File: src/rtl/mp_rx_pkg.sv
package mp_rx_pkg;

  typedef enum logic [1:0] {
    MD_SHIFT = 2'b00,
    MD_BYTE  = 2'b01,
    MD_NINE0 = 2'b10,
    MD_NINE1 = 2'b11
  } rx_mode_e;

  typedef enum logic [2:0] {
    ST_IDLE,
    ST_START,
    ST_DATA,
    ST_NINTH,
    ST_STOP
  } rx_state_e;

  // two-of-three vote used for every bit decision
  function automatic logic maj3(input logic a, input logic b, input logic c);
    return (a & b) | (a & c) | (b & c);
  endfunction

endpackage

File: src/rtl/mp_rx_sync.sv
module mp_rx_sync #(
  parameter int unsigned STAGES = 2
) (
  input  logic clk,
  input  logic rst_n,
  input  logic d_i,
  output logic q_o
);
  logic [STAGES-1:0] chain_q;

  always_ff @(posedge clk or negedge rst_n) begin
    if (!rst_n) chain_q <= '1;
    else        chain_q <= {chain_q[STAGES-2:0], d_i};
  end

  assign q_o = chain_q[STAGES-1];
endmodule

File: src/rtl/mp_rx_frame.sv
module mp_rx_frame
  import mp_rx_pkg::*;
#(
  parameter int unsigned DATA_W = 8,
  parameter int unsigned OSR    = 16
) (
  input  logic              clk,
  input  logic              rst_n,
  input  logic              line_i,
  input  logic              tick_i,
  input  logic              active_i,
  input  logic              nine_i,
  output logic              frame_end_o,
  output logic [DATA_W-1:0] data_o,
  output logic              bit9_o,
  output logic              stop_o
);
  localparam int unsigned CW = $clog2(OSR);
  localparam int unsigned IW = (DATA_W > 1) ? $clog2(DATA_W) : 1;
  localparam logic [CW-1:0] SMP_B = CW'(OSR / 2);
  localparam logic [CW-1:0] SMP_A = CW'(OSR / 2 - 1);
  localparam logic [CW-1:0] SMP_C = CW'(OSR / 2 + 1);
  localparam logic [CW-1:0] LAST  = CW'(OSR - 1);
  localparam logic [IW-1:0] IDX_END = IW'(DATA_W - 1);

  rx_state_e         state_q;
  logic [CW-1:0]     cnt_q;
  logic [IW-1:0]     idx_q;
  logic [DATA_W-1:0] shift_q;
  logic              b9_q, stop_q, smp_a_q, smp_b_q, end_q;

  // named internal events
  logic vote_w, decide_w, bit_done_w, start_glitch_w;
  assign vote_w         = maj3(smp_a_q, smp_b_q, line_i);
  assign decide_w       = tick_i && (state_q != ST_IDLE) && (cnt_q == SMP_C);
  assign bit_done_w     = tick_i && (state_q != ST_IDLE) && (cnt_q == LAST);
  assign start_glitch_w = decide_w && (state_q == ST_START) && vote_w;

  always_ff @(posedge clk or negedge rst_n) begin
    if (!rst_n) begin
      state_q <= ST_IDLE;
      cnt_q   <= '0;
      idx_q   <= '0;
      shift_q <= '0;
      b9_q    <= 1'b0;
      stop_q  <= 1'b0;
      smp_a_q <= 1'b1;
      smp_b_q <= 1'b1;
      end_q   <= 1'b0;
    end else begin
      end_q <= 1'b0;
      if (!active_i) begin
        state_q <= ST_IDLE;
        cnt_q   <= '0;
      end else if (tick_i) begin
        if (state_q == ST_IDLE) begin
          if (!line_i) begin
            state_q <= ST_START;
            cnt_q   <= CW'(1);
          end
        end else begin
          cnt_q <= (cnt_q == LAST) ? '0 : cnt_q + CW'(1);
          if (cnt_q == SMP_A) smp_a_q <= line_i;
          if (cnt_q == SMP_B) smp_b_q <= line_i;
          if (decide_w) begin
            case (state_q)
              ST_START: if (vote_w) state_q <= ST_IDLE;
              ST_DATA:  shift_q <= {vote_w, shift_q[DATA_W-1:1]};
              ST_NINTH: b9_q    <= vote_w;
              ST_STOP:  stop_q  <= vote_w;
              default:  ;
            endcase
          end
          if (bit_done_w) begin
            case (state_q)
              ST_START: begin
                state_q <= ST_DATA;
                idx_q   <= '0;
              end
              ST_DATA: begin
                if (idx_q == IDX_END) state_q <= nine_i ? ST_NINTH : ST_STOP;
                else                  idx_q   <= idx_q + IW'(1);
              end
              ST_NINTH: state_q <= ST_STOP;
              ST_STOP: begin
                state_q <= ST_IDLE;
                end_q   <= 1'b1;
              end
              default: state_q <= ST_IDLE;
            endcase
          end
        end
      end
    end
  end

  assign frame_end_o = end_q;
  assign data_o      = shift_q;
  assign bit9_o      = b9_q;
  assign stop_o      = stop_q;

  AST_FALSE_START_IDLE: assert property (@(posedge clk) disable iff (!rst_n)
    (start_glitch_w && active_i) |=> (state_q == ST_IDLE && !frame_end_o));

  AST_OFF_NO_FRAME: assert property (@(posedge clk) disable iff (!rst_n)
    (!active_i && !end_q) |=> !frame_end_o);
endmodule

File: src/rtl/mp_rx_accept.sv
module mp_rx_accept #(
  parameter int unsigned DATA_W = 8
) (
  input  logic              clk,
  input  logic              rst_n,
  input  logic              frame_end_i,
  input  logic [1:0]        mode_i,
  input  logic              mp_en_i,
  input  logic              flag_clr_i,
  input  logic              err_clr_i,
  input  logic [DATA_W-1:0] addr_i,
  input  logic [DATA_W-1:0] mask_i,
  input  logic [DATA_W-1:0] data_i,
  input  logic              bit9_i,
  input  logic              stop_i,
  output logic [DATA_W-1:0] rx_data_o,
  output logic              rx_bit9_o,
  output logic              rx_flag_o,
  output logic              frame_err_o
);
  // masked compare against the node's own address
  function automatic logic given_hit(input logic [DATA_W-1:0] rx,
                                     input logic [DATA_W-1:0] a,
                                     input logic [DATA_W-1:0] m);
    return (rx & m) == (a & m);
  endfunction

  // every one in (a | m) must be a one in rx
  function automatic logic bcast_hit(input logic [DATA_W-1:0] rx,
                                     input logic [DATA_W-1:0] a,
                                     input logic [DATA_W-1:0] m);
    return (rx & (a | m)) == (a | m);
  endfunction

  logic nine_w, addr_ok_w, accept_w, load_w, ninth_val_w;
  assign nine_w      = mode_i[1];
  assign addr_ok_w   = given_hit(data_i, addr_i, mask_i) || bcast_hit(data_i, addr_i, mask_i);
  assign accept_w    = nine_w ? (!mp_en_i || (bit9_i && addr_ok_w))
                              : (!mp_en_i || stop_i);
  assign load_w      = frame_end_i && accept_w && !rx_flag_o;
  assign ninth_val_w = nine_w ? bit9_i : stop_i;

  always_ff @(posedge clk or negedge rst_n) begin
    if (!rst_n) begin
      rx_data_o   <= '0;
      rx_bit9_o   <= 1'b0;
      rx_flag_o   <= 1'b0;
      frame_err_o <= 1'b0;
    end else begin
      if (flag_clr_i) rx_flag_o <= 1'b0;
      if (load_w) begin
        rx_data_o <= data_i;
        rx_bit9_o <= ninth_val_w;
        rx_flag_o <= 1'b1;
      end
      if (err_clr_i)                frame_err_o <= 1'b0;
      if (frame_end_i && !stop_i)   frame_err_o <= 1'b1;
    end
  end

  AST_FLAG_STICKY: assert property (@(posedge clk) disable iff (!rst_n)
    (rx_flag_o && !flag_clr_i) |=> rx_flag_o);

  AST_FLAG_NEEDS_FRAME: assert property (@(posedge clk) disable iff (!rst_n)
    (!rx_flag_o && !frame_end_i) |=> !rx_flag_o);

  AST_DATA_FRAME_DROPPED: assert property (@(posedge clk) disable iff (!rst_n)
    (frame_end_i && nine_w && mp_en_i && !bit9_i) |=> ($stable(rx_data_o) && $stable(rx_bit9_o)));

  AST_OVERRUN_KEEPS: assert property (@(posedge clk) disable iff (!rst_n)
    (frame_end_i && rx_flag_o) |=> $stable(rx_data_o));

  AST_FERR_CAUSE: assert property (@(posedge clk) disable iff (!rst_n)
    (!frame_err_o && !(frame_end_i && !stop_i)) |=> !frame_err_o);
endmodule

File: src/rtl/mp_uart_rx.sv
module mp_uart_rx #(
  parameter int unsigned DATA_W    = 8,
  parameter int unsigned OSR       = 16,
  parameter int unsigned SYNC_STGS = 2
) (
  input  logic              clk,
  input  logic              rst_n,
  input  logic              rx_line,
  input  logic              os_tick,
  input  logic [1:0]        mode,
  input  logic              rx_en,
  input  logic              mp_en,
  input  logic              flag_clr,
  input  logic              err_clr,
  input  logic [DATA_W-1:0] slave_addr,
  input  logic [DATA_W-1:0] slave_mask,
  output logic [DATA_W-1:0] rx_data,
  output logic              rx_bit9,
  output logic              rx_flag,
  output logic              frame_err
);
  import mp_rx_pkg::*;

  logic              line_s, active_w, frame_end_w, bit9_w, stop_w;
  logic [DATA_W-1:0] data_w;

  assign active_w = rx_en && (rx_mode_e'(mode) != MD_SHIFT);

  mp_rx_sync #(.STAGES(SYNC_STGS)) u_sync (
    .clk(clk), .rst_n(rst_n), .d_i(rx_line), .q_o(line_s)
  );

  mp_rx_frame #(.DATA_W(DATA_W), .OSR(OSR)) u_frame (
    .clk(clk), .rst_n(rst_n), .line_i(line_s), .tick_i(os_tick),
    .active_i(active_w), .nine_i(mode[1]), .frame_end_o(frame_end_w),
    .data_o(data_w), .bit9_o(bit9_w), .stop_o(stop_w)
  );

  mp_rx_accept #(.DATA_W(DATA_W)) u_accept (
    .clk(clk), .rst_n(rst_n), .frame_end_i(frame_end_w), .mode_i(mode),
    .mp_en_i(mp_en), .flag_clr_i(flag_clr), .err_clr_i(err_clr),
    .addr_i(slave_addr), .mask_i(slave_mask), .data_i(data_w),
    .bit9_i(bit9_w), .stop_i(stop_w), .rx_data_o(rx_data),
    .rx_bit9_o(rx_bit9), .rx_flag_o(rx_flag), .frame_err_o(frame_err)
  );

  AST_MODE_OFF_QUIET: assert property (@(posedge clk) disable iff (!rst_n)
    (!active_w && !frame_end_w && !rx_flag) |=> !rx_flag);
endmodule

File: config.mk
export PLATFORM = sky130hd
export DESIGN_NAME = mp_uart_rx
export DESIGN_NICKNAME = d
export VERILOG_FILES = /design/src/rtl/mp_rx_pkg.sv /design/src/rtl/mp_rx_sync.sv /design/src/rtl/mp_rx_frame.sv /design/src/rtl/mp_rx_accept.sv /design/src/rtl/mp_uart_rx.sv
export SDC_FILE = /design/constraint.sdc
export NUM_CORES = 1
export LEC_CHECK = 0
export BUFFER_PORTS_ARGS = -buffer_cell sky130_fd_sc_hd__buf_2
export CAP_MARGIN = 40
export CORE_ASPECT_RATIO = 0.7
export CORE_MARGIN = 5
export CORE_UTILIZATION = 55
export DETAILED_ROUTE_END_ITERATION = 7
export PLACE_DENSITY = 0.78
export RECOVER_POWER = 100
export SYNTH_ARGS = -nofsm -noshare
export SYNTH_HDL_FRONTEND = slang
export SYNTH_SLANG_ARGS = --single-unit
File: constraint.sdc
create_clock -name clk -period 4.6 [get_ports clk]
set_clock_uncertainty 0.1 [all_clocks]
set_input_delay 0 -clock clk [delete_from_list [all_inputs] [get_ports clk]]
set_output_delay 0 -clock clk [all_outputs]
set_load 0.05 [all_outputs]
==> results of run 1 <==
[final cells by class]
cell class	instances	area [um2]
clock buffers	6	82.6
clock inverters	2	10.0
fillers	295	1180
inverters	7	26.3
multi-input cells	144	996
flip-flops and latches	36	906
well taps	50	62.6
repair buffers	42	225
[routing by layer]
| metal | vias up | wire length [um] |
|---|---|---|
| met4 | 0 | 0 |
| li1 | 809 | - |
| met1 | 787 | 2220 |
| met3 | 0 | 320 |
| met2 | 57 | 1800 |
| met5 | - | 0 |
[where the power goes]
part / switching, mW / total [mW] / internal [mW]
clock network: 0.107 / 0.226 / 0.119
registers: 0.00328 / 0.323 / 0.320
logic: 0.0306 / 0.0535 / 0.0229
[worst paths after layout]
path / startpoint / to / slack, ns
min in group asynchronous: rst_n / u_frame.cnt_q[1] / 0.67
setup / recovery: u_frame.state_q[1] / u_frame.state_q[2] / 2.05
max in group asynchronous: rst_n / u_accept.rx_bit9_o / 2.65
hold reg to reg: u_sync.chain_q[0] / u_sync.chain_q[1] / 0.26
hold / removal: rx_en / u_frame.state_q[0] / 0.05
setup reg to reg: u_frame.state_q[1] / u_frame.state_q[2] / 2.05
[cells in the final DEF, fill, tap and decap left out, types with 2 or more instances in the layout]
master and n:
a22oi_1 4, a22o_1 7, dfrtp_1 32, o21ai_0 13, o22ai_1 3, dlygate4sd3_1 6, nor2b_1 2, mux2_2 11
a21oi_1 7, ha_1 5, buf_2 24, nor3b_1 2, or3_1 2, inv_1 7, nand2b_1 6, o21bai_1 3
nand4_1 3, clkbuf_1 12, a221o_1 8, nand2_1 14, nand3_1 5, nor3_1 6, dfstp_2 4, clkbuf_8 6
nor2_1 16, a211o_1 2, xor2_1 8, clkinv_2 2
[critical path, cell delays in order (launching register included)]
cell and delay, ns:
dfrtp_1 0.44, nor3_1 0.79, nand2_1 0.11, a21oi_1 0.61, o21ai_0 0.19, a21oi_1 0.21
[kinds of logic (layout without fill, tap and decap cells)]
logic type,count (synthesis),in the layout
flip-flops,36,36
multiplexers,12,12
buffers and inverters,8,57
adder cells (fa/ha/maj),6,6
AND/OR/NAND/NOR,60,60
XOR/XNOR,8,8
AO/OA/AOI/OAI,58,58
[state kept, by name, summed over array words and instances, names as in the netlist, 2 cells and up]
| register | count |
|---|---|
| u_accept.rx_data_o | 8 |
| u_frame.data_o | 8 |
| u_frame.cnt_q | 4 |
| u_frame.idx_q | 3 |
| u_frame.state_q | 3 |
| u_sync.chain_q | 2 |
[per-stage QoR]
stage	setup WS, ns	utilization (%)	total power [mW]	cell area (um2)
6_report	2.05	66.1	0.603	2310
5_1_grt	1.89	66.1	0.634	2310
4_1_cts	2.57	67.2	0.614	2340
3_5_place_dp	2.59	62.8	0.380	2190
3_3_place_gp	2.59	62.8	0.379	2190
2_1_floorplan	2.85	-	0.353	1960
[Yosys cell counts (all sizes together) (3+ instances only)]
cell    number
a21oi        7
inv          7
nand3        5
o21bai       3
dfrtp       32
a221o        8
o22ai        3
nand2       14
nand2b       6
nor3         6
mux2        12
nor2        16
nand4        3
ha           5
a22oi        4
o21ai       13
a22o         8
xor2         8
dfstp        4
==> qor.csv, run 1 <==
metric,value,unit
largest net degree at the start of global routing,37,
Tcrit/Tclk final,55.4,%
met2 global-route usage,23.5,%
max_cap viols,1,
Synth area leader,dfrtp_1,
grt total ovfl,0,
number of vias per cell,5.76,
Core Region,3490,um2
asr flop ratio synth,100,%
Post-Synth Adder-Cell Area,3.70,%
Fin. Hold Viols,0,
first-pass GRT wire length,6980,um
die area,4880,um2
area share of and/or/nand/nor cells after synthesis,16.0,%
Avg Inst Size Synth,10.4,um2
clock slew at the register clock pins of the worst setup and hold paths,0.07,ns
CP Max Fanout,10,
post-synthesis sequential area ratio,46.2,%
worst path required time,4.70,ns
Synthesis Warnings,0,
H-tree Lvls,2,
Setup CP Type,register to register,
Hold Worst Slack,0.0517,ns
routability cong.,0.842,
GRT Overall Usage,18.9,%
"Cell Area, Synth",1960,um2
antenna-violating nets left,0,
drt pass-1 iters,4,
Final nets,267,
Slew HR,-25.3,%
Die W,81.4,um
Clock Latency Late Sink,0.28,ns
hold path depth,3,
post-synth top area share,40.8,%
Post-CTS Repair Setup Buffers,0,
GRT met3 Usage,4.67,%
count of cell types in the netlist,43,
Cell Rows,18,
met1 Use GR,31.3,%
total number of clock tree sinks,36,
initial antenna violation count,0,
largest family of logic cells by synthesized area,compound AO/OA/AOI/OAI gates,
minimum clock period,2.55,ns
xor and xnor area share after synthesis,3.57,%
post-synthesis cell count,188,
Worst setup SP type,register,
TritonCTS buffer count,5,
vias in the first global route,1431,
dominant synthesized flop cell,dfrtp_1,
Area contributors post-synth,"dfrtp_1, mux2_2, dfstp_2",
post-placement cell count,273,
total vias in the final route,1653,
RSZ-0062 raised after global routing,no,
Synth Register Bits,36,
Post-Syn Nets,219,
Post-synth EDFFs,0,
Max Clk Rate,0.393,GHz
Crit. End Element,register,
multiplexer share of the synthesized area,6.89,%
hold buffer count at cts,6,
layout cells sized above 1,20.7,%
worst-margin pin slew,1.88,ns
DRT iter0 DRCs,170,
cells on worst reg2reg path,5,
number of port buffers,36,
CP arrival,2.64,ns
Layout Area Growth over Synthesis,17.7,%
DIE HEIGHT,60.0,um
outcome,finished with violations,
DPL Wire Length,3270,um
ANT cells,0,
Pwr per Cell Area,261,nW/um2
Residual DRC,0,
Finished Layout Cells,287,
"Slew Viols, Final",37,
CTS tree,yes,
initial core utilization,56.2,%
Most Crowded Layer GR,met1,
clock tree root buffer cell,clkbuf_8,
violations in the final reports,"max-capacitance violations, max-slew violations",
Hold WC Path Type,primary input to register,
Fin Setup TNS,0,ns
WL/cell,15.1,um
Routed WL,4340,um
Leakage Power,1.07,nW
Max clock buf depth,2,
Top-Level Pins,37,
Compound-Gate Fraction of Synth Area,21.8,%
post-CTS sizing,0,
Setup-failing EPs final,0,
Peak VDD IR,0.000151,V
No activity file was read; power rests on OpenSTA's default activity.
==> run 2, diff against run 1 <==
- clock period: 4.6 -> 2.35 ns (I/O delays scaled with it)
==> qor.csv, run 2 (synthesized netlist as in run 1, its figures left out) <==
metric,value,unit
Tcrit/Tclk final,89.6,%
layout cells sized above 1,23.2,%
Final nets,267,
number of port buffers,36,
die area,4880,um2
Max clock buf depth,2,
clock tree root buffer cell,clkbuf_8,
Hold WC Path Type,primary input to register,
Worst setup SP type,register,
worst path required time,2.42,ns
Leakage Power,1.08,nW
Top-Level Pins,37,
"commonest non-fill, non-tap cells in the layout","dfrtp_1, buf_2, nor2_1, nand2_1, o21ai_0",
M1 wire length,2190,um
clock slew at the register clock pins of the worst setup and hold paths,0.07,ns
GRT Overall Usage,19.4,%
vias in the first global route,1440,
drt pass-1 iters,4,
initial antenna violation count,0,
met3 wire len,424,um
grt total ovfl,0,
Slowest cell on crit path,dfrtp_1,
routability cong.,0.842,
placed cell areas,2190,um2
WL/cell,15.3,um
worst-margin pin slew,0.867,ns
Fin Setup TNS,0,ns
hold path depth,4,
Core Region,3490,um2
Filler cells,300,
total number of clock tree sinks,36,
DIE HEIGHT,60.0,um
Residual DRC,0,
"Slew Viols, Final",0,
largest net degree at the start of global routing,37,
fin area,2330,um2
Routed WL,4400,um
CP Max Fanout,10,
minimum clock period,2.10,ns
Hold Worst Slack,0.0695,ns
max_cap viols,0,
metal2 WL,1760,um
critical-path cell list,nor3_2 -> nor3_1 -> nand3_1 -> nor2_2 -> mux2_2,
initial core utilization,56.2,%
Die W,81.4,um
ANT cells,0,
DRT iter0 DRCs,165,
Layout Area Growth over Synthesis,18.6,%
Crit. End Element,register,
number of vias per cell,5.76,
cells on worst reg2reg path,5,
antenna-violating nets left,0,
H-tree Lvls,2,
outcome,"finished, final reports clean",
Slew HR,42.2,%
Pwr per Cell Area,510,nW/um2
Setup CP Type,register to register,
RSZ-0062 raised after global routing,no,
first-pass GRT wire length,7080,um
Setup-failing EPs final,0,
crit-path max cell delay,0.46,ns
DPL Wire Length,3270,um
Cell Rows,18,
Fin. Hold Viols,0,
Peak VDD IR,0.000402,V
uppermost layer routed,met4,
CP arrival,2.17,ns
CTS tree,yes,
"most common cell after layout, fill and taps aside",dfrtp_1,
total vias in the final route,1654,
Clock Latency Late Sink,0.28,ns
TritonCTS buffer count,5,
Max Clk Rate,0.475,GHz
post-CTS sizing,0,
run 2: cell counts in the layout (fill, tap and decap cells not counted):
Identical to the previous run, type by type.
run 2: stage by stage:
stage / power (mW) / setup slack [ns] / instances / utilization [%]
final: 1.19 / 0.245 / 287 / 66.6
after CTS: 1.20 / 0.298 / 287 / 67.2
after floorplan: 0.691 / 0.595 / 188 / -
after global routing: 1.24 / 0.0908 / 287 / 66.6
after detailed placement: 0.743 / 0.360 / 273 / 62.8
after global placement: 0.743 / 0.340 / 273 / 62.8
run 2: cell type report:
type                            count  area (um2)  area share [%]
Clock buffer                        6        82.6            3.55
Inverter                            7        26.3            1.13
Sequential cell                    36         906            38.9
Multi-Input combinational cell    144        1010            43.5
Timing Repair Buffer               42         226            9.74
Clock inverter                      2        10.0           0.430
Tap cell                           50        62.6            2.69
run 2: worst max-delay path, delay by kind of cell, from the launching register on:
kind	cells	cell delay (ns)
flip-flops	1	0.46
multiplexers	1	0.39
AND/OR/NAND/NOR	4	1.03
run 2: path summary, 6_finish.rpt:
| kind | end | start | slack (ns) |
|---|---|---|---|
| setup / recovery | u_frame.data_o[6] | u_frame.state_q[1] | 0.25 |
| min in group asynchronous | u_frame.cnt_q[1] | rst_n | 0.26 |
| max in group asynchronous | u_frame.state_q[0] | rst_n | 1.34 |
| hold reg to reg | u_sync.chain_q[1] | u_sync.chain_q[0] | 0.26 |
| hold / removal | u_frame.cnt_q[0] | rx_en | 0.07 |
| setup reg to reg | u_frame.data_o[6] | u_frame.state_q[1] | 0.25 |
run 2: timing repair:
action | in CTS | in global routing
hold buffers | 6 | 0
hold endpoints to repair | 37 | 0
buffers inserted | 0 | 0
run 2: where the power goes:
group	internal, mW	switching (mW)
Sequential	0.626	0.00678
Clock	0.234	0.212
Combinational	0.0461	0.0606
run 2: per-layer routing:
| layer | GRT usage, % | vias to the layer above |
|---|---|---|
| li1 | - | 807 |
| met1 | 31.3 | 767 |
| met2 | 24.2 | 78 |
| met3 | 5.42 | 2 |
| met4 | 6.02 | 0 |
| met5 | 0 | - |
